**src/rtl/vcd_pkg.sv**
```systemverilog
// Package: shared types and bound helpers for the vertical countdown.
// Assumes counts are unsigned and the window offsets keep all bounds positive.
package vcd_pkg;

    typedef enum logic {
        WIN_WIDE   = 1'b0,
        WIN_NARROW = 1'b1
    } win_mode_e;

    // Lower bound of a window around a nominal count.
    function automatic int win_lo(input int nominal, input int below);
        return nominal - below;
    endfunction

    // Upper bound of a window around a nominal count.
    function automatic int win_hi(input int nominal, input int above);
        return nominal + above;
    endfunction

endpackage

```
**src/rtl/vcd_window.sv**
```systemverilog
// Window decoder: computes the narrow and wide bounds for both standards,
// holds the standard selected at the last restart, and flags whether the
// present count is inside the window in force, at its closing count, or at
// the nominal field length.
// Assumes: every bound fits in CNT_W bits and the low bounds are above 1.
module vcd_window
    import vcd_pkg::*;
#(
    parameter int CNT_W     = 10,
    parameter int NOM_A     = 525,
    parameter int NOM_B     = 625,
    parameter int NAR_BELOW = 11,
    parameter int NAR_ABOVE = 1,
    parameter int WID_BELOW = 141,
    parameter int WID_ABOVE = 19
) (
    input  logic             clk,
    input  logic             rst_n,
    input  logic             std_sel,
    input  logic             reload,
    input  win_mode_e        mode,
    input  logic [CNT_W-1:0] cnt,
    output logic             open_win,
    output logic             at_close,
    output logic             at_nom,
    output logic             std_q
);
    localparam int N_STD = 2;

    logic [CNT_W-1:0] nar_lo [N_STD];
    logic [CNT_W-1:0] nar_hi [N_STD];
    logic [CNT_W-1:0] wid_lo [N_STD];
    logic [CNT_W-1:0] wid_hi [N_STD];
    logic [CNT_W-1:0] nom_v  [N_STD];

    // One set of bounds per supported standard.
    for (genvar s = 0; s < N_STD; s++) begin : g_std
        localparam int NOM = (s == 0) ? NOM_A : NOM_B;
        assign nom_v[s]  = CNT_W'(NOM);
        assign nar_lo[s] = CNT_W'(win_lo(NOM, NAR_BELOW));
        assign nar_hi[s] = CNT_W'(win_hi(NOM, NAR_ABOVE));
        assign wid_lo[s] = CNT_W'(win_lo(NOM, WID_BELOW));
        assign wid_hi[s] = CNT_W'(win_hi(NOM, WID_ABOVE));
    end

    // Take up the standard only at a field restart (or during reset).
    always_ff @(posedge clk) begin
        if (!rst_n)      std_q <= std_sel;
        else if (reload) std_q <= std_sel;
    end

    logic [CNT_W-1:0] lo_sel, hi_sel;

    // Pick the bounds of the window in force and compare against the count.
    always_comb begin
        lo_sel   = (mode == WIN_NARROW) ? nar_lo[std_q] : wid_lo[std_q];
        hi_sel   = (mode == WIN_NARROW) ? nar_hi[std_q] : wid_hi[std_q];
        open_win = (cnt >= lo_sel) && (cnt <= hi_sel);
        at_close = (cnt == hi_sel);
        at_nom   = (cnt == nom_v[std_q]);
    end

    // the standard in use changes only on a cycle that restarts the field.
    p_std_hold_r11: assert property (@(posedge clk) disable iff (!rst_n)
        ($past(rst_n) && !$past(reload)) |-> $stable(std_q));

endmodule

```
**src/rtl/vcd_lock.sv**
```systemverilog
// Lock tracker: counts runs of coincident and non-coincident restarts and
// switches the window mode. Each run counter saturates at its threshold.
// Assumes: 'coinc' is only ever high together with 'reload'.
module vcd_lock
    import vcd_pkg::*;
#(
    parameter int LOCK_RUN   = 2,
    parameter int UNLOCK_RUN = 8
) (
    input  logic      clk,
    input  logic      rst_n,
    input  logic      reload,
    input  logic      coinc,
    output win_mode_e mode_q
);
    localparam int HW = $clog2(LOCK_RUN + 1);
    localparam int MW = $clog2(UNLOCK_RUN + 1);

    logic [HW-1:0] hit_run;
    logic [MW-1:0] miss_run;

    // Update both run counters and the mode at each restart.
    always_ff @(posedge clk) begin
        if (!rst_n) begin
            hit_run  <= '0;
            miss_run <= '0;
            mode_q   <= WIN_WIDE;
        end else if (reload) begin
            if (coinc) begin
                miss_run <= '0;
                if (int'(hit_run) < LOCK_RUN) hit_run <= hit_run + 1'b1;
                if (int'(hit_run) + 1 >= LOCK_RUN) mode_q <= WIN_NARROW;
            end else begin
                hit_run <= '0;
                if (int'(miss_run) < UNLOCK_RUN) miss_run <= miss_run + 1'b1;
                if (int'(miss_run) + 1 >= UNLOCK_RUN) mode_q <= WIN_WIDE;
            end
        end
    end

    // entering narrow mode needs a coincident restart in the cycle before.
    p_lock_on_hit_r4: assert property (@(posedge clk) disable iff (!rst_n)
        (mode_q == WIN_NARROW && $past(mode_q) == WIN_WIDE) |-> $past(coinc));

    // leaving narrow mode needs a non-coincident restart in the cycle before.
    p_unlock_on_miss_r5: assert property (@(posedge clk) disable iff (!rst_n)
        (mode_q == WIN_WIDE && $past(mode_q) == WIN_NARROW) |-> ($past(reload) && !$past(coinc)));

    // the two runs are never both non-zero.
    p_runs_exclusive_r8: assert property (@(posedge clk) disable iff (!rst_n)
        (hit_run == '0) || (miss_run == '0));

endmodule

```
**src/rtl/vcd_counter.sv**
```systemverilog
// Field counter: counts at twice the line rate, reloads to 1 on a restart so
// the flyback cycle is count 1, and drives the flyback pulse and blanking.
// Assumes: 'reload' never arrives at count 1 (all windows open later).
module vcd_counter #(
    parameter int CNT_W     = 10,
    parameter int BLANK_END = 20
) (
    input  logic             clk,
    input  logic             rst_n,
    input  logic             reload,
    output logic [CNT_W-1:0] cnt,
    output logic             flyback,
    output logic             vblank
);
    localparam logic [CNT_W-1:0] BLANK_LAST = CNT_W'(BLANK_END - 1);

    // Advance the count or reload it at a field restart.
    always_ff @(posedge clk) begin
        if (!rst_n)      cnt <= '0;
        else if (reload) cnt <= CNT_W'(1);
        else             cnt <= cnt + 1'b1;
    end

    // Register the restart request into the flyback pulse.
    always_ff @(posedge clk) begin
        if (!rst_n) flyback <= 1'b0;
        else        flyback <= reload;
    end

    // Blanking latch: set at a restart, cleared when the count reaches BLANK_END.
    always_ff @(posedge clk) begin
        if (!rst_n)                     vblank <= 1'b0;
        else if (reload)                vblank <= 1'b1;
        else if (cnt == BLANK_LAST)     vblank <= 1'b0;
    end

    // the flyback pulse is one cycle wide.
    p_flyback_single_r7: assert property (@(posedge clk) disable iff (!rst_n)
        flyback |=> !flyback);

    // blanking is on whenever flyback is.
    p_blank_with_flyback_r9: assert property (@(posedge clk) disable iff (!rst_n)
        flyback |-> vblank);

endmodule

```
**src/rtl/vsync_countdown.sv**
```systemverilog
// Top: windowed vertical countdown. A sync pulse inside the window, or the
// window's closing count, requests a restart; the request is registered into
// the flyback pulse and reloads the counter. Weak signal forces narrow mode.
// Assumes: vsync is already separated and synchronous to clk.
module vsync_countdown
    import vcd_pkg::*;
#(
    parameter int CNT_W      = 10,
    parameter int NOM_A      = 525,
    parameter int NOM_B      = 625,
    parameter int NAR_BELOW  = 11,
    parameter int NAR_ABOVE  = 1,
    parameter int WID_BELOW  = 141,
    parameter int WID_ABOVE  = 19,
    parameter int LOCK_RUN   = 2,
    parameter int UNLOCK_RUN = 8,
    parameter int BLANK_END  = 20
) (
    input  logic clk,
    input  logic rst_n,
    input  logic vsync,
    input  logic weak_sig,
    input  logic std_625,
    output logic flyback,
    output logic vblank,
    output logic locked
);
    logic [CNT_W-1:0] cnt;
    logic             open_win, at_close, at_nom, std_q;
    logic             reload, coinc;
    win_mode_e        mode_q, mode_eff;

    // Mode in force: the tracked mode, overridden to narrow on weak signal.
    always_comb begin
        mode_eff = weak_sig ? WIN_NARROW : mode_q;
        reload   = (vsync && open_win) || at_close;
        coinc    = reload && at_nom;
        locked   = (mode_eff == WIN_NARROW);
    end

    vcd_window #(
        .CNT_W(CNT_W), .NOM_A(NOM_A), .NOM_B(NOM_B),
        .NAR_BELOW(NAR_BELOW), .NAR_ABOVE(NAR_ABOVE),
        .WID_BELOW(WID_BELOW), .WID_ABOVE(WID_ABOVE)
    ) u_window (
        .clk(clk), .rst_n(rst_n), .std_sel(std_625), .reload(reload),
        .mode(mode_eff), .cnt(cnt), .open_win(open_win),
        .at_close(at_close), .at_nom(at_nom), .std_q(std_q)
    );

    vcd_lock #(
        .LOCK_RUN(LOCK_RUN), .UNLOCK_RUN(UNLOCK_RUN)
    ) u_lock (
        .clk(clk), .rst_n(rst_n), .reload(reload), .coinc(coinc), .mode_q(mode_q)
    );

    vcd_counter #(
        .CNT_W(CNT_W), .BLANK_END(BLANK_END)
    ) u_counter (
        .clk(clk), .rst_n(rst_n), .reload(reload),
        .cnt(cnt), .flyback(flyback), .vblank(vblank)
    );

    // the count never runs past the closing count of the window in force.
    p_no_overrun_r6: assert property (@(posedge clk) disable iff (!rst_n)
        $past(at_close) |-> (cnt == CNT_W'(1)));

    // a flyback pulse follows only a sync inside the window or a closing count.
    p_flyback_cause_r7: assert property (@(posedge clk) disable iff (!rst_n)
        $rose(flyback) |-> ($past(vsync && open_win) || $past(at_close)));

    // weak signal always shows as locked.
    p_weak_locks_r10: assert property (@(posedge clk) disable iff (!rst_n)
        weak_sig |-> locked);

endmodule

```
**config.mk**
```make
export PLATFORM = sky130hd
export DESIGN_NAME = vsync_countdown
export DESIGN_NICKNAME = d
export VERILOG_FILES = /design/src/rtl/vcd_pkg.sv /design/src/rtl/vcd_window.sv /design/src/rtl/vcd_lock.sv /design/src/rtl/vcd_counter.sv /design/src/rtl/vsync_countdown.sv
export SDC_FILE = /design/constraint.sdc
export NUM_CORES = 1
export LEC_CHECK = 0
export ABC_AREA = 1
export BUFFER_PORTS_ARGS = -buffer_cell sky130_fd_sc_hd__buf_2
export CORE_AREA = 4 4 58 60
export CTS_BUF_LIST = sky130_fd_sc_hd__clkbuf_16
export CTS_CLUSTER_DIAMETER = 200
export DETAILED_ROUTE_END_ITERATION = 12
export DIE_AREA = 0 0 62 64
export PLACE_DENSITY = 0.69
export SLEW_MARGIN = 10
export SYNTH_ARGS = -nofsm -noshare
export SYNTH_HDL_FRONTEND = slang
export SYNTH_SLANG_ARGS = --single-unit
```
**constraint.sdc**
```tcl
create_clock -name clk -period 5.8 [get_ports clk]
set_input_delay 1.16 -clock clk [delete_from_list [all_inputs] [get_ports clk]]
set_output_delay 1.16 -clock clk [all_outputs]
set_load 0.05 [all_outputs]
```
## Word-level counts from Yosys, hierarchy flattened

Cells that the tools add are included.

| operators by class | value |
|---|---|
| add/sub/neg operators | 5 |
| $lt $le $gt $ge | 7 |
| equality and inequality tests | 6 |
| mux-type cells | 30 |
| bitwise operators | 2 |
| reduce and logical (&&, ||, !) cells | 11 |

Operators with widths:

| operator | number |
|---|---|
| two-way mux 10 bit | 12 |
| >= comparator 32 x 3 -> 1 bit (second input constant) | 1 |
| >= comparator 32 x 5 -> 1 bit (second input constant) | 1 |
| two-way mux 7 bit | 4 |
| == test 10 bit | 2 |
| adder 10 x 1 -> 10 bit (second input constant) | 1 |
| == test 10 x 5 -> 1 bit (second input constant) | 1 |
| >= comparator 10 bit | 1 |
| less-or-equal comparator 10 bit | 1 |
| two-way mux 1 bit | 9 |
| two-way mux 4 bit | 2 |
| two-way mux 8 bit | 1 |
| != test 2 x 1 -> 1 bit (second input constant) | 3 |
| nonzero test 2 bit | 3 |
| adder 4 x 1 -> 5 bit (second input constant) | 1 |
| adder 4 x 1 -> 4 bit (second input constant) | 1 |
| < comparator 4 bit (second input constant) | 1 |
| two-way mux 2 bit | 2 |
| AND reduction 2 bit | 2 |
| adder 2 x 1 -> 3 bit (second input constant) | 1 |
| logical AND 1 bit | 3 |
| AND reduction 3 bit | 1 |
| adder 2 x 1 -> 2 bit (second input constant) | 1 |
| >= comparator 2 bit (second input constant) | 1 |
| 5 further kinds | 5 |

| storage, ports and cells | value |
|---|---|
| bits in registers | 20 |
| bits of input ports | 5 |
| output and inout bits | 3 |
| word-level logic and storage cells | 69 |

## Depth between registers and ports, before layout

| logic depth | value |
|---|---|
| depth after elaboration | 12 |
| depth in mapped cells | 17 |
| mapped depth without buffers | 16 |

## Hierarchy

Synthesis repeated with hierarchy kept, for this count alone.

| second synthesis, totals | value |
|---|---|
| cells, all modules | 216 |
| area total of the unflattened synthesis | 1458.9 sq um |

Modules (own cells, without submodules):

| module | times used | cells an instance | area each (sq um) | sequential area each (sq um) |
|---|---|---|---|---|
| vcd_counter | 1 | 74 | 539.3 | 240.2 |
| vcd_window | 1 | 83 | 524.3 | 30.0 |
| vcd_lock | 1 | 53 | 369.1 | 140.1 |
| vsync_countdown | 1 | 6 | 26.3 | 0.0 |

## Worst setup path after synthesis

Ideal clock, no wire load.

| timing path | value |
|---|---|
| path type | input to register |
| start | input port weak_sig |
| end | register u_window.std_q, enable pin |
| setup time | 302 ps |
| arrival time | 2917 ps |
| data required time | 5498 ps |
| path slack | 2581 ps |
| stages on the path | 12 |
| buffers on the path | 0 |
| cells stage by stage | nor2_1 -> inv_1 -> ha_1 -> inv_1 -> ha_1 -> a21oi_1 -> a21oi_2 -> nor2_2 -> nand2_2 -> nand2_4 -> inv_2 -> nand2_4 |

| between the ends | value |
|---|---|
| longest elaborated chain between the ends | 7 |
| elaborated cells between the ends (all ways) | 10 |
| those cells by class | order compare (2); eq/ne (2); mux (3); reduce/logical (3) |

RTL lines:

| item | RTL line | source |
|---|---|---|
| from (decl) | vsync_countdown.sv:22 | `input logic weak_sig,` |
| two-way mux 1 bit * | vsync_countdown.sv:35 | `mode_eff = weak_sig ? WIN_NARROW : mode_q;` |
| named net locked | vsync_countdown.sv:26 | `output logic locked` |
| two-way mux 10 bit, on equally long branches | vcd_window.sv:56, vcd_window.sv:57 |  |
| >= comparator 10 bit / less-or-equal comparator 10 bit (equally long branches) | vcd_window.sv:58 | `open_win = (cnt >= lo_sel) && (cnt <= hi_sel);` |
| logical AND 1 bit | vcd_window.sv:58 |  |
| logical AND 1 bit | vsync_countdown.sv:36 | `reload = (vsync && open_win) \|\| at_close;` |
| logical OR 1 bit * | vsync_countdown.sv:36 |  |
| != test 2 x 1 -> 1 bit (no line) * | n/a |  |
| to (signal assigned) | vcd_window.sv:48 | `if (!rst_n) std_q <= std_sel;` |
| to (signal assigned) | vcd_window.sv:49 | `else if (reload) std_q <= std_sel;` |
| to (decl) | vcd_window.sv:26 | `output logic std_q` |

Mark *: on every way through the listed nets, which the timed path passes. The rest lies on a longest branch.
A chain may end at the register's enable or synchronous reset.

## Final worst setup path

| timing path | value |
|---|---|
| start | input port weak_sig |
| end | register u_window.std_q, enable pin |

| between the ends | value |
|---|---|
| longest elaborated chain between the ends | 7 |
| elaborated cells between the ends (all ways) | 10 |
| those cells by class | order compare (2); eq/ne (2); mux (3); reduce/logical (3) |

RTL lines:

| item | RTL line |
|---|---|
| two-way mux 1 bit * | vsync_countdown.sv:35 |
| two-way mux 10 bit, on equally long branches | vcd_window.sv:56, vcd_window.sv:57 |
| >= comparator 10 bit / less-or-equal comparator 10 bit (equally long branches) | vcd_window.sv:58 |
| logical AND 1 bit | vcd_window.sv:58 |
| logical AND 1 bit | vsync_countdown.sv:36 |
| logical OR 1 bit * | vsync_countdown.sv:36 |
| != test 2 x 1 -> 1 bit (no line) * | n/a |

Mark *: on every way between the ends. The rest lies on a longest branch, timed or not.

==> run_results.csv <==
group,metric,value,unit
yosys,synthAdderAreaFrac,18.8,%
worst_setup_path,cp-endpoint,"u_window.std_q",
final_layout,areaGrowthSynthToFinish,10.7,%
power,p_leak,0.773,nW
worst_setup_path,worst_setup_path_end_kind,"flop",
yosys,synthesis.yosys.warnings,0,
yosys,ys_types,27,
die,placementRows,20,
yosys,flop_and_latch_count_out_of_synthesis,20,
global_routing,pin_count_of_the_biggest_net_entering_global_routing,13,
cts,cts.hold.buffers_added,0,
die,initial_core_utilization,50.0,%
place,detailed_place_hpwl,2470,um
yosys,dominant_combinational_cell_family_by_area_after_synthesis,"simple AND/OR/NAND/NOR gates",
cts,cts.reportedPaths.clkPinSlew,0.06,ns
global_routing,grt_util_all_layers,17.4,%
global_routing,grt_pass1_wl,5290,um
yosys,syn-instance-count,195,
job,drv_cap,0,
worst_setup_path,path_depth,15,
sta,max_frequency,321,MHz
yosys,synth_area_leaders,"dfxtp_1 26%, ha_1 19%, nand2_1 7.7%, inv_1 7.2%, nor2_1 6.4%",
die,die_h,64,um
sta,setup_total_negative_slack,0,ns
worst_setup_path,reg2reg_setup_slack,3.33,ns
yosys,synth.top_cell.area_share,26.0,%
route,route.final.wire_length,2950,um
route,wl_met3,98,um
worst_setup_path,timing.critical_path.fanout_max,12,
cts,clkSinkCount,20,
cts,cts_buffer_depth,2,
global_routing,global_route.overflow_total,0,
yosys,post_synth_xor_area_fraction,2.99,%
route,drtAntennaViolNets,0,
worst_setup_path,cpPeakStageDelay,0.31,ns
yosys,post_synth_instance_area,1470,um^2
sta,final_period_minus_worst_setup_slack,3.11,ns
global_routing,vias_in_the_first_global_route,1229,
place,port_buffers,7,
die,core_box_area,2930,um^2
worst_setup_path,path_cells,"buf_2, nor2_1, inv_1, ha_1, inv_1, ha_1, nand2_1, nor2_1, nand3_1, nand2_1, nor2_2, nand2_2, nand2_4, inv_2, nand2_4",
die,dieArea,3970,um^2
sta,clock_skew_after_layout,0.00476,ns
sta,tightest_slew,0.278,ns
place,place.gp.congestion,0.897,
route,routedWlPerCell,12.4,um
worst_setup_path,cp_data_required_time,5.76,ns
yosys,share_of_synthesized_area_spent_on_multiplexers,0,%
worst_setup_path,critical_path_class,"in -> reg",
worst_setup_path,highest_delay_cell_along_the_critical_path,"ha_1",
cts,cts-buffers-inserted,3,
route,detailroute.via_count,1245,
power,power.ir.vdd_worst,0.225,mV
route,route.met2.wl,1520,um
cts,cts_tree,"built",
sta,final_max_slew_viol_count,0,
cts,post-cts-setup-buffer-count,0,
final_layout,antenna_cells,0,
yosys,synthFlopType,"dfxtp_1",
place,place.detailed.instances,234,
die,floorplan.io_pins,8,
worst_setup_path,worst_r2r_endpoint,"u_window.std_q",
final_layout,fill_cells,289,
final_layout,stdcell_count,238,
yosys,ys_seq_area_share,28.0,%
worst_setup_path,worst_setup_path_startpoint,"weak_sig",
yosys,post_synthesis_compound_gate_area_fraction,9.56,%
yosys,post-synth-top-count-cell,"nand2_1",
die,die_w,62,um
cts,htree_levels,1,
cts,worst_skew_pair.late_latency,0.25,ns
yosys,synthesis.area_per_instance,7.51,um^2
route,drtIter0Drc,62,
sta,timing.slew.headroom,81.3,%
worst_setup_path,critical_path_buf_inv_count,4,
worst_setup_path,worst_path_dominant_cell_family,"simple AND/OR/NAND/NOR gates",
worst_setup_path,regToRegStartpoint,"u_lock.mode_q",
final_layout,layout.nets,233,
final_layout,final_core_utilization,55.4,%
route,drt_drc_violations_left,0,
worst_setup_path,startpoint_class_of_the_critical_path,"input pin",
sta,hold_viol,0,
final_layout,drive_gt1_share,17.1,%
yosys,yosys_top_cell_by_area,"dfxtp_1",
sta,setup_viol,0,
route,top_layer_used,"met4",
yosys,number_of_synthesized_flops_with_an_enable_pin,1,
min_path,timing.hold.worst.class,"reg -> reg",
power,powerDensity,215,nW/um^2
route,viasPerCell,5.23,
global_routing,number_of_antenna_violations_at_the_first_check_in_global_routing,0,
cts,cts_resized,0,
yosys,netlist_top_cells_count,"30 x nand2_1, 28 x inv_1, 25 x nor2_1",
outcome,result_of_the_run,"finished clean",
yosys,synthArstFlopShare,0,%
sta,grt_setup_unrepaired,"no",
yosys,synth_fp_nets,222,
yosys,synth_simple_gate_area_share,30.8,%
min_path,worst_min_path_start,"u_counter.vblank",
route,total_iterations_of_the_first_detailed_routing_run,4,
worst_setup_path,worst-r2r-cell-count,14,
route,met1Wirelength,1250,um
sta,period_share,53.6,%
cts,cts-root-buf,"clkbuf_16",
worst_setup_path,critPathArrivalTime,3.07,ns
[logic make-up after synthesis]
logic type	count (synthesis)
AOI/OAI and AO/OA	24
DFF	20
adders and majority gates	22
xor gates and xnor gates	5
and+or+nand+nor	90
buffers and inverters	34
[area by class of cell]
type,count,area (um^2),area share (%)
Tap cell,33,41.3,2.55
Sequential cell,20,410,25.3
Multi-Input combinational cell,141,911,56.2
Clock buffer,4,100,6.17
Timing Repair Buffer,7,35.0,2.16
Inverter,33,124,7.64
[through the flow]
stage	setup slack, ns	total power [mW]	area, um^2	hold WS [ns]
after floorplan	2.58	0.171	1470	0.452
after global placement	2.50	0.179	1520	0.459
after detailed placement	2.44	0.181	1520	0.473
after CTS	2.69	0.351	1620	0.485
after global routing	2.49	0.365	1620	0.496
final	2.69	0.349	1620	0.483
[how the worst min path moves through the flow]
stage                   endpoint  slack (ns)  depth (start not counted)
6_report        u_counter.vblank        0.48                          2
5_1_grt         u_counter.vblank        0.50                          2
4_1_cts         u_counter.vblank        0.49                          2
3_5_place_dp    u_counter.vblank        0.47                          2
3_3_place_gp    u_counter.vblank        0.46                          2
2_1_floorplan  u_lock.hit_run[1]        0.45                          2
[where the power goes]
| part | switching [mW] | internal, mW | leakage, nW | total, mW |
|---|---|---|---|---|
| logic | 0.0221 | 0.0119 | 0.561 | 0.0341 |
| registers | 0.00315 | 0.141 | 0.163 | 0.144 |
| clock network | 0.0507 | 0.119 | 0.0493 | 0.170 |
| total | 0.0760 | 0.273 | 0.773 | 0.349 |
[cell usage in the layout, fill, tap and decap left out]
master     count
nor3_2         1
nor3_1         2
o31ai_1        1
o21ai_2        1
clkbuf_16      4
nor3b_2        2
nand2_2        6
a21oi_1       12
o21a_1         1
nand3_1       15
inv_1         28
inv_2          5
nand2_4        3
edfxtp_1       1
nand3b_1       1
nor2_4         1
buf_2          7
a21oi_2        3
nor2_1        25
o21ai_1        4
nand4_1        2
dfxtp_1       19
o21ai_0        2
nor2_2         1
nand2_1       30
xor2_1         5
nor3_4         1
ha_1          22
[worst reg2reg max path, stage by stage (launching register included)]
cell and delay (ns):
dfxtp_1 0.34, nor2_1 0.20, inv_1 0.17, ha_1 0.32, inv_1 0.04, ha_1 0.28
nand2_1 0.09, nor2_1 0.07, nand3_1 0.08, nand2_1 0.06, nor2_2 0.09, nand2_2 0.08
nand2_4 0.15, inv_2 0.08, nand2_4 0.12
[routing by layer]
layer,GRT usage (%),vias up
li1,-,655
met1,21.1,557
met2,28.6,22
met3,4.24,11
met4,6.37,0
met5,0,-
[sequential cells by signal, summed over array words and instances (netlist names)]
register           cells
u_lock.hit_run         2
u_counter.flyback      1
u_lock.miss_run        4
u_lock.mode_q          1
u_window.std_q         1
u_counter.cnt         10
u_counter.vblank       1
(Power assumes the default switching activity.)
